$ cat config.mk
export PLATFORM = sky130hd
export DESIGN_NAME = irqc_top
export DESIGN_NICKNAME = d
export VERILOG_FILES = /design/src/rtl/irqc_pkg.sv /design/src/rtl/irqc_regs.sv /design/src/rtl/irqc_arb.sv /design/src/rtl/irqc_top.sv
export SDC_FILE = /design/constraint.sdc
export NUM_CORES = 1
export LEC_CHECK = 0
export BUFFER_PORTS_ARGS = -buffer_cell sky130_fd_sc_hd__buf_2
export CORE_ASPECT_RATIO = 1.5
export CORE_UTILIZATION = 50
export DETAILED_ROUTE_END_ITERATION = 10
export PLACE_DENSITY_LB_ADDON = 0.15
export SLEW_MARGIN = 20
export SYNTH_ARGS = -nofsm -noshare
export SYNTH_HDL_FRONTEND = slang
export SYNTH_SLANG_ARGS = --single-unit
$ cat constraint.sdc
create_clock -name clk -period 30.9 [get_ports clk]
set_clock_uncertainty 0.1 [all_clocks]
set_input_delay 0 -clock clk [delete_from_list [all_inputs] [get_ports clk]]
set_output_delay 0 -clock clk [all_outputs]
set_load 0.05 [all_outputs]
$ cat src/rtl/irqc_pkg.sv
package irqc_pkg;

    typedef enum logic {
        ST_QUIET  = 1'b0,
        ST_ACTIVE = 1'b1
    } irqc_state_e;

    // byte address map
    localparam int A_MASK_LO  = 'h10;
    localparam int A_MASK_HI  = 'h11;
    localparam int A_PEND_LO  = 'h12;
    localparam int A_PEND_HI  = 'h13;
    localparam int A_WDOG_VEC = 'h18;
    localparam int A_UA_VEC   = 'h19;
    localparam int A_UB_VEC   = 'h1A;
    localparam int A_RSTAT    = 'h1C;

    localparam logic [15:0] MASK_RST   = 16'h3FFE;
    localparam logic [7:0]  VEC_RST    = 8'h0F;
    localparam logic [7:0]  RSTAT_RST  = 8'h80;
    localparam logic [7:0]  FALLBACK_V = 8'h0F;
    localparam logic [7:0]  AUTO_BASE  = 8'd24;
    localparam logic [4:0]  MIN_CODE   = 5'd4;

    function automatic logic [7:0] ctrl_reset(input int idx);
        if (idx <= 7)  return 8'(idx * 4);
        if (idx == 8)  return 8'h1C;
        if (idx <= 11) return 8'h80;
        return 8'h00;
    endfunction

endpackage

$ cat src/rtl/irqc_regs.sv
module irqc_regs
    import irqc_pkg::*;
#(
    parameter int NUM_SRC = 13,
    parameter int ADDR_W  = 8,
    parameter int DATA_W  = 8
) (
    input  logic                           clk,
    input  logic                           rst_n,
    input  logic                           we,
    input  logic [ADDR_W-1:0]              addr,
    input  logic [DATA_W-1:0]              wdata,
    output logic [DATA_W-1:0]              rdata,
    input  logic [NUM_SRC:1]               irq_in,
    output logic [NUM_SRC:1][DATA_W-1:0]   ctrl_q,
    output logic [2*DATA_W-1:0]            mask_q,
    output logic [2*DATA_W-1:0]            pend_q,
    output logic [DATA_W-1:0]              wdog_vec_q,
    output logic [DATA_W-1:0]              ua_vec_q,
    output logic [DATA_W-1:0]              ub_vec_q,
    output logic [DATA_W-1:0]              rstat_q
);
    localparam int MASK_W = 2 * DATA_W;

    logic [MASK_W-1:0] pend_d;

    always_comb begin
        pend_d              = '0;
        pend_d[NUM_SRC:1]   = irq_in;
    end

    // one control byte per source, address equal to source number
    for (genvar g = 1; g <= NUM_SRC; g++) begin : g_ctrl
        always_ff @(posedge clk or negedge rst_n) begin
            if (!rst_n)
                ctrl_q[g] <= DATA_W'(ctrl_reset(g));
            else if (we && addr == ADDR_W'(g))
                ctrl_q[g] <= wdata;
        end
    end

    always_ff @(posedge clk or negedge rst_n) begin
        if (!rst_n) begin
            mask_q     <= MASK_W'(MASK_RST);
            pend_q     <= '0;
            wdog_vec_q <= DATA_W'(VEC_RST);
            ua_vec_q   <= DATA_W'(VEC_RST);
            ub_vec_q   <= DATA_W'(VEC_RST);
            rstat_q    <= DATA_W'(RSTAT_RST);
        end else begin
            pend_q <= pend_d;
            if (we) begin
                if (addr == ADDR_W'(A_MASK_LO))  mask_q[DATA_W-1:0]      <= wdata;
                if (addr == ADDR_W'(A_MASK_HI))  mask_q[MASK_W-1:DATA_W] <= wdata;
                if (addr == ADDR_W'(A_WDOG_VEC)) wdog_vec_q <= wdata;
                if (addr == ADDR_W'(A_UA_VEC))   ua_vec_q   <= wdata;
                if (addr == ADDR_W'(A_UB_VEC))   ub_vec_q   <= wdata;
                if (addr == ADDR_W'(A_RSTAT))    rstat_q    <= rstat_q & ~wdata;
            end
        end
    end

    always_comb begin
        rdata = '0;
        for (int i = 1; i <= NUM_SRC; i++)
            if (addr == ADDR_W'(i)) rdata = ctrl_q[i];
        if (addr == ADDR_W'(A_MASK_LO))  rdata = mask_q[DATA_W-1:0];
        if (addr == ADDR_W'(A_MASK_HI))  rdata = mask_q[MASK_W-1:DATA_W];
        if (addr == ADDR_W'(A_PEND_LO))  rdata = pend_q[DATA_W-1:0];
        if (addr == ADDR_W'(A_PEND_HI))  rdata = pend_q[MASK_W-1:DATA_W];
        if (addr == ADDR_W'(A_WDOG_VEC)) rdata = wdog_vec_q;
        if (addr == ADDR_W'(A_UA_VEC))   rdata = ua_vec_q;
        if (addr == ADDR_W'(A_UB_VEC))   rdata = ub_vec_q;
        if (addr == ADDR_W'(A_RSTAT))    rdata = rstat_q;
    end

endmodule

$ cat src/rtl/irqc_arb.sv
module irqc_arb
    import irqc_pkg::*;
#(
    parameter int NUM_SRC = 13,
    parameter int DATA_W  = 8,
    localparam int SRC_W  = $clog2(NUM_SRC + 1)
) (
    input  logic [2*DATA_W-1:0]          pend,
    input  logic [2*DATA_W-1:0]          mask,
    input  logic [NUM_SRC:1][DATA_W-1:0] ctrl,
    output logic                         win_valid,
    output logic [SRC_W-1:0]             win_src,
    output logic [DATA_W-1:0]            win_ctrl
);
    logic [2*DATA_W-1:0] active;
    logic [4:0]          best;

    assign active = pend & ~mask;

    // strict greater-than keeps the lower-numbered source on a tie
    always_comb begin
        best     = '0;
        win_src  = '0;
        win_ctrl = '0;
        for (int i = 1; i <= NUM_SRC; i++) begin
            if (active[i] && ctrl[i][4:0] > best) begin
                best     = ctrl[i][4:0];
                win_src  = SRC_W'(i);
                win_ctrl = ctrl[i];
            end
        end
        win_valid = (best >= MIN_CODE);
    end

endmodule

$ cat src/rtl/irqc_top.sv
module irqc_top
    import irqc_pkg::*;
#(
    parameter int NUM_SRC  = 13,
    parameter int ADDR_W   = 8,
    parameter int DATA_W   = 8,
    parameter int WDOG_SRC = 8,
    parameter int UA_SRC   = 12,
    parameter int UB_SRC   = 13
) (
    input  logic              clk,
    input  logic              rst_n,
    input  logic              bus_we,
    input  logic [ADDR_W-1:0] bus_addr,
    input  logic [DATA_W-1:0] bus_wdata,
    output logic [DATA_W-1:0] bus_rdata,
    input  logic [NUM_SRC:1]  irq_in,
    output logic [2:0]        cpu_level,
    output logic [DATA_W-1:0] cpu_vector
);
    localparam int SRC_W  = $clog2(NUM_SRC + 1);
    localparam int MASK_W = 2 * DATA_W;

    logic [NUM_SRC:1][DATA_W-1:0] ctrl_q;
    logic [MASK_W-1:0]            mask_q;
    logic [MASK_W-1:0]            pend_q;
    logic [DATA_W-1:0]            wdog_vec_q, ua_vec_q, ub_vec_q, rstat_q;
    logic                         win_valid;
    logic [SRC_W-1:0]             win_src;
    logic [DATA_W-1:0]            win_ctrl;
    logic [DATA_W-1:0]            vec_d, vec_q;
    logic [2:0]                   lvl_q;
    irqc_state_e                  state_q, state_d;

    irqc_regs #(.NUM_SRC(NUM_SRC), .ADDR_W(ADDR_W), .DATA_W(DATA_W)) u_regs (
        .clk       (clk),
        .rst_n     (rst_n),
        .we        (bus_we),
        .addr      (bus_addr),
        .wdata     (bus_wdata),
        .rdata     (bus_rdata),
        .irq_in    (irq_in),
        .ctrl_q    (ctrl_q),
        .mask_q    (mask_q),
        .pend_q    (pend_q),
        .wdog_vec_q(wdog_vec_q),
        .ua_vec_q  (ua_vec_q),
        .ub_vec_q  (ub_vec_q),
        .rstat_q   (rstat_q)
    );

    irqc_arb #(.NUM_SRC(NUM_SRC), .DATA_W(DATA_W)) u_arb (
        .pend     (pend_q),
        .mask     (mask_q),
        .ctrl     (ctrl_q),
        .win_valid(win_valid),
        .win_src  (win_src),
        .win_ctrl (win_ctrl)
    );

    // vector selection for the current winner
    always_comb begin
        if (win_ctrl[7])
            vec_d = DATA_W'(AUTO_BASE) + DATA_W'(win_ctrl[4:2]);
        else if (win_src == SRC_W'(WDOG_SRC))
            vec_d = wdog_vec_q;
        else if (win_src == SRC_W'(UA_SRC))
            vec_d = ua_vec_q;
        else if (win_src == SRC_W'(UB_SRC))
            vec_d = ub_vec_q;
        else
            vec_d = DATA_W'(FALLBACK_V);
    end

    // RAISE / HOLD / DROP
    always_comb begin
        unique case (state_q)
            ST_QUIET:  state_d = win_valid ? ST_ACTIVE : ST_QUIET;
            ST_ACTIVE: state_d = win_valid ? ST_ACTIVE : ST_QUIET;
            default:   state_d = ST_QUIET;
        endcase
    end

    always_ff @(posedge clk or negedge rst_n) begin
        if (!rst_n) begin
            state_q <= ST_QUIET;
            lvl_q   <= '0;
            vec_q   <= '0;
        end else begin
            state_q <= state_d;
            lvl_q   <= win_ctrl[4:2];
            vec_q   <= vec_d;
        end
    end

    always_comb begin
        unique case (state_q)
            ST_QUIET: begin
                cpu_level  = '0;
                cpu_vector = '0;
            end
            ST_ACTIVE: begin
                cpu_level  = lvl_q;
                cpu_vector = vec_q;
            end
            default: begin
                cpu_level  = '0;
                cpu_vector = '0;
            end
        endcase
    end

endmodule

# Word-level counts from Yosys, hierarchy flattened
# Index checks and enable logic that the tools add are counted.
dict set report classes {
  addsub 1
  n_mul 0
  div_mod_pow 0
  magnitude_cmp 14
  eq_ne 24
  shifts 0
  mux 67
  bitwise_logic 5
  n_reduce_logical 32
}
# operator count
set ops {}
lappend ops {{two-way mux 8 bit} 38}
lappend ops {{two-way mux 5 bit} 13}
lappend ops {{equality test 8 x 5 -> 1 bit (second input constant)} 8}
lappend ops {{greater-than comparator 5 bit} 12}
lappend ops {{equality test 8 x 4 -> 1 bit (second input constant)} 6}
lappend ops {{equality test 8 x 3 -> 1 bit (second input constant)} 4}
lappend ops {{logical AND 1 bit} 26}
lappend ops {{two-way mux 4 bit} 6}
lappend ops {{equality test 8 x 2 -> 1 bit (second input constant)} 2}
lappend ops {{case mux 8 bit (2 select lines)} 1}
lappend ops {{AND 14 bit} 1}
lappend ops {{inverter 14 bit} 1}
lappend ops {{equality test 4 bit (second input constant)} 3}
lappend ops {{two-way mux 3 bit} 4}
lappend ops {{AND reduction 2 bit} 6}
lappend ops {{AND 8 bit} 1}
lappend ops {{equality test 8 x 1 -> 1 bit (second input constant)} 1}
lappend ops {{inverter 8 bit} 1}
lappend ops {{adder 5 x 3 -> 6 bit (first input constant)} 1}
lappend ops {{case mux 3 bit (2 select lines)} 1}
lappend ops {{greater-or-equal comparator 5 x 3 -> 1 bit (second input constant)} 1}
lappend ops {{greater-than comparator 5 x 1 -> 1 bit (second input constant)} 1}
lappend ops {{two-way mux 2 bit} 2}
lappend ops {{two-way mux 1 bit} 2}
lappend ops {{inverter 1 bit} 1}
dict set report totals {
  reg_bits 177
  latch_bits 0
  ramBits 0
  romBits 0
  in_bits 32
  wordCells 166
  n_memories 0
}

# Depth between registers and ports, before layout
dict set report depth {
  word_depth 45
  mapped_depth 110
  ltp_nobuf 103
}

# By module
# Synthesis repeated with hierarchy kept, for this count alone.
dict set report hier_totals {
  hier_cells 1324
  hier_area_um2 12743.5
}
# module n_inst cells_each area_per_inst_um2 seq_area_each_um2
set modules_own_cells {}
lappend modules_own_cells {irqc_regs 1 695 8147.8 4184.0}
lappend modules_own_cells {irqc_arb 1 566 3968.8 0.0}
lappend modules_own_cells {irqc_top 1 63 626.9 300.3}

# Least setup slack after synthesis
# OpenSTA, ideal clock, no wires.
dict set report synth_path {
  path_kind {register -> register}
  startpoint {register u_regs.mask_q[1]}
  endpoint {register vec_q[0]}
  arrival_time_ns 20.152
  required_ns 30.675
  setup_slack_ns 10.524
  path_stages_with_launch 100
  n_path_buf 7
  cell_sequence {dfstp_2 -> nor2b_1 -> nand2_1 -> ha_1 -> nand4_1 -> o221ai_1 -> and2_1 -> nand2_1 -> o21ai_0 -> inv_1 -> ha_1 -> and3_1 -> a311o_1 -> a21o_1 -> buf_6 -> mux2i_1 -> ha_1 -> and2_1 -> [64 not listed] -> nand2b_1 -> a21oi_1 -> nor4b_1 -> clkbuf_1 -> nor2_1 -> a21oi_1 -> ha_1 -> nor2b_1 -> o21a_1 -> o21a_1 -> o21ai_0 -> nand2b_1 -> nand4b_1 -> and2_1 -> clkbuf_1 -> a22oi_1 -> o21ai_2 -> mux2_2}
}
dict set report synth_via {
  elab_chain_len 45
  word_cells_on_any_way 73
  classes_between {add/sub (1); order compare (12); eq/ne (3); mux (42); bitwise (2); reduce/logical (13)}
}
# element line_no
set synth_lines {}
lappend synth_lines {{start, declared} irqc_regs.sv:16} ;# output logic [2*DATA_W-1:0] mask_q,
lappend synth_lines {{start signal, assigned} irqc_regs.sv:44} ;# mask_q <= MASK_W'(MASK_RST);
lappend synth_lines {{start signal, assigned by index} irqc_regs.sv:53} ;# if (addr == ADDR_W'(A_MASK_LO)) mask_q[DATA_W-1:0] <= wdata;
lappend synth_lines {{start signal, assigned by index} irqc_regs.sv:54} ;# if (addr == ADDR_W'(A_MASK_HI)) mask_q[MASK_W-1:DATA_W] <= wdata;
lappend synth_lines {{inverter 14 bit *} irqc_arb.sv:18} ;# assign active = pend & ~mask;
lappend synth_lines {{AND 14 bit *} irqc_arb.sv:18}
lappend synth_lines {{logical AND 1 bit *} irqc_arb.sv:26} ;# if (active[i] && ctrl[i][4:0] > best) begin
lappend synth_lines {{two-way mux 5 bit} irqc_arb.sv:26}
lappend synth_lines {{greater-than comparator 5 bit} irqc_arb.sv:26}
lappend synth_lines {{logical AND 1 bit} irqc_arb.sv:26}
lappend synth_lines {{two-way mux 5 bit} irqc_arb.sv:26}
lappend synth_lines {{greater-than comparator 5 bit} irqc_arb.sv:26}
lappend synth_lines {{[30 not listed]} --}
lappend synth_lines {{logical AND 1 bit} irqc_arb.sv:26}
lappend synth_lines {{two-way mux 4 bit} irqc_arb.sv:26}
lappend synth_lines {{equality test 4 bit} irqc_top.sv:69} ;# else if (win_src == SRC_W'(UB_SRC))
lappend synth_lines {{two-way mux 8 bit} irqc_top.sv:69}
lappend synth_lines {{two-way mux 8 bit} irqc_top.sv:67} ;# else if (win_src == SRC_W'(UA_SRC))
lappend synth_lines {{two-way mux 8 bit} irqc_top.sv:65} ;# else if (win_src == SRC_W'(WDOG_SRC))
lappend synth_lines {{two-way mux 8 bit *} irqc_top.sv:63} ;# if (win_ctrl[7])
lappend synth_lines {{named net vec_d[0]} irqc_top.sv:31} ;# logic [DATA_W-1:0] vec_d, vec_q;
lappend synth_lines {{end signal, assigned} irqc_top.sv:92} ;# vec_q <= vec_d;
lappend synth_lines {{end, declared} irqc_top.sv:31}
# Mark *: on every way through the listed nets, which the timed path passes. The rest lies on a longest branch.
# A chain may end at the register's enable or synchronous reset.

# Worst setup path in the final report
dict set report layout_path {
  startpoint {register u_regs.pend_q[1]}
  endpoint {register vec_q[0]}
}
dict set report layout_via {
  elab_chain_len 44
  word_cells_on_any_way 72
  classes_between {add/sub (1); order compare (12); eq/ne (3); mux (42); bitwise (1); reduce/logical (13)}
}
# element line_no
set layout_lines {}
lappend layout_lines {{start, declared} irqc_regs.sv:17} ;# output logic [2*DATA_W-1:0] pend_q,
lappend layout_lines {{start signal, assigned} irqc_regs.sv:51} ;# pend_q <= pend_d;
lappend layout_lines {{AND 14 bit *} irqc_arb.sv:18}
lappend layout_lines {{logical AND 1 bit *} irqc_arb.sv:26}
lappend layout_lines {{two-way mux 5 bit} irqc_arb.sv:26}
lappend layout_lines {{greater-than comparator 5 bit} irqc_arb.sv:26}
lappend layout_lines {{logical AND 1 bit} irqc_arb.sv:26}
lappend layout_lines {{two-way mux 5 bit} irqc_arb.sv:26}
lappend layout_lines {{greater-than comparator 5 bit} irqc_arb.sv:26}
lappend layout_lines {{logical AND 1 bit} irqc_arb.sv:26}
lappend layout_lines {{[29 not listed]} --}
lappend layout_lines {{logical AND 1 bit} irqc_arb.sv:26}
lappend layout_lines {{two-way mux 4 bit} irqc_arb.sv:26}
lappend layout_lines {{equality test 4 bit} irqc_top.sv:69}
lappend layout_lines {{two-way mux 8 bit} irqc_top.sv:69}
lappend layout_lines {{two-way mux 8 bit} irqc_top.sv:67}
lappend layout_lines {{two-way mux 8 bit} irqc_top.sv:65}
lappend layout_lines {{two-way mux 8 bit *} irqc_top.sv:63}
lappend layout_lines {{named net vec_d[0]} irqc_top.sv:31}
# Marked as above.

==> impl_metrics.yaml <==
clock_network:
  cts_max_level: 4
  numCtsBuffers: 17
  clk_pin_slew_ps: 70
  clk_path_buf_depth: 2
  clock_latency_ps: 440
  cts_sinks: 177
  tritoncts: "yes"
  root_buffer: "clkbuf_16"
final_layout:
  drive_above_1_share_pct: 29.6
  antennaDiodeCount: 0
  mostFrequentLayoutCells: "mux2_2, dfrtp_1, nand2_1, nor2_1, inv_1"
  layout_commonest_cell: "mux2_2"
  final_util_pct: 56.5
  area_delta_synth_final_pct: 10.6
  nets: 1193
detailed_routing:
  wl_per_cell_um: 23.4
  vias: 8815
  drtPass1Iterations: 5
  drc: 0
  drtAntennaViolNets: 0
  first_iter_violations: 587
  via_per_inst: 6.29
  wl_um: 32800
floorplan:
  ios: 51
  die_x_um: 124
  core_sq_mm: 0.0218
  die_area_sq_mm: 0.0229
  die_h_um: 185
  rows: 66
  initial_core_util_pct: 51.1
critical_path:
  crit-reg2reg-launch: "u_regs.pend_q[1]"
  crit_fanout: 12
  crit_end: "vec_q[0]"
  max_stage_delay_ps: 730
  crit_top_cell: "ha_1"
  crit_arrival_ps: 23270
  end_kind: "register"
  required_ps: 31130
  r2r-end: "vec_q[0]"
  startpoint: "u_regs.pend_q[1]"
  slowest_stage: "nor4b_2"
  crit_type: "reg2reg"
  cp-start-kind: "register"
  reg2reg_setup_slack_ps: 7860
  reg2reg_depth: 97
timing:
  hold_ws_ps: -13.6
  hold_violations: 7
  rsz0062_at_grt: "no"
  fin_crit_sh_pct: 74.6
  finalSetupTns_ps: 0
  setup_viol: 0
  tightest_slew_ps: 1080
  maxSlewViolCount: 0
  period_needed_ps: 23040
  fmax_mhz: 43.4
  relSlewSlack_pct: 27.7
placement:
  place_congestion: 0.938
  dp_hpwl_um: 23900
  port_buffers: 50
power:
  p_per_area_mw_per_mm2: 68.9
  leakage_uw: 0.00552
  ir_drop_v: 0.0000448
worst_hold_path:
  hold_path_class: "in2async"
grt:
  grt_use_total_pct: 30.6
  grt_pass1_vias: 9030
  overflow: 0
  grt_max_degree: 64
  grt_first_pass_wirelength_um: 51400
  antenna_found_initial: 0
yosys:
  syn_inst: 1080
  synth_top_area_cell: "dfrtp_1"
  ys_seq_area_share_pct: 40.3
  ys_types: 88
  synth_fp_nets: 1156
  avgSynthCellArea_sq_um: 10.3
  syn_area_sq_mm: 0.0111
  ys.flop_type: "dfrtp_1"
  synth_edf_count: 0
  ys.warnings.count: 0
  ys_async_sr_fraction_pct: 100
  synth_area_leaders: "dfrtp_1, mux2_2, dfstp_2, ha_1, nand2_1"
  ys_ff_latch: 177
  yosysTopAreaCellShare_pct: 29.9
outcome:
  violations: "hold timing"
  status: "finished with violations"
run:
  maxCapViolCount: 0
## critical path, delay by kind of cell (launching register included)
| family | cells | cell delay (ps) |
|---|---|---|
| AO/OA/AOI/OAI | 39 | 9060 |
| adder cells (fa/ha/maj) | 13 | 3520 |
| buffers and inverters | 4 | 280 |
| flip-flops | 1 | 370 |
| multiplexers | 9 | 2400 |
| AND/OR/NAND/NOR | 32 | 7150 |
## power by group
part	internal, uW	total, uW	switching, uW
Sequential	251	265	14.0
Combinational	150	372	221
Clock	107	213	105
## flip-flops by register name (all words and copies together) (netlist names)
name               count
lvl_q                  3
state_q                1
u_regs.ctrl_q        104
u_regs.mask_q         16
u_regs.pend_q         13
u_regs.rstat_q         8
u_regs.ua_vec_q        8
u_regs.ub_vec_q        8
u_regs.wdog_vec_q      8
vec_q                  8
## synthesized netlist by cell type (all sizes together) (5+ instances only)
master   count
nand2b      14
mux2i       24
o2111ai      5
dfstp       44
nand2       86
dfrtp      133
a222oi       9
a22oi       25
a221oi       5
a2111oi      5
o21ai       53
mux2       162
and3         7
nand3       26
nor2b       12
o21a         7
a211oi      10
and2        26
a21oi       36
buf         20
nand4        5
mux4         7
clkbuf      39
o22ai       21
a31oi        8
a21o         6
nor3        10
ha          44
o31ai        9
a21boi       9
or3          6
nor2        62
or2         13
inv         55
## logic make-up after synthesis
kind of cell / synth area share, %
buf+inv: 4.09
simple gates: 12.3
mux: 20.2
fa+ha+maj: 5.30
flops: 40.3
compound gates: 17.3
xor+xnor: 0.550
## layout make-up
type | count | area [sq um]
fill | 1987 | 9480
multi-input combinational | 789 | 6200
sequential | 177 | 4480
timing repair buffer | 77 | 509
clock buffer | 17 | 425
tap | 272 | 340
inverter | 55 | 206
clock inverter | 15 | 146
## metal layers
layer | routed length, um | vias to the layer above | GRT usage [%]
li1 | - | 4085 | -
met1 | 12900 | 4392 | 35.7
met2 | 17000 | 257 | 54.1
met3 | 1460 | 81 | 4.86
met4 | 1430 | 0 | 13.9
met5 | 0 | - | 0
## what timing repair did
action / CTS / global route
hold buffers: 20 / 0
setup buffers: 0 / 0
hold endpoints to repair: 89 / 0
resized for setup: 0 / 0
## worst min path at each step
stage,from,end,cells after the start
CTS,bus_wdata[7],u_regs.rstat_q[7],2
floorplan,rst_n,lvl_q[0],0
detailed placement,rst_n,u_regs.rstat_q[4],1
finish,rst_n,u_regs.ub_vec_q[4],2
global placement,rst_n,u_regs.ua_vec_q[4],1
global route,bus_wdata[7],u_regs.rstat_q[7],2
## stage by stage
stage,setup WS (ps),power (uW),std cells,area (sq um)
floorplan,10520,550,1080,11100
global placement,8520,630,1350,11500
detailed placement,8020,635,1350,11500
CTS,8000,851,1402,12300
global route,6190,901,1402,12300
finish,7860,849,1402,12300
No activity file was read; power rests on OpenSTA's default activity.
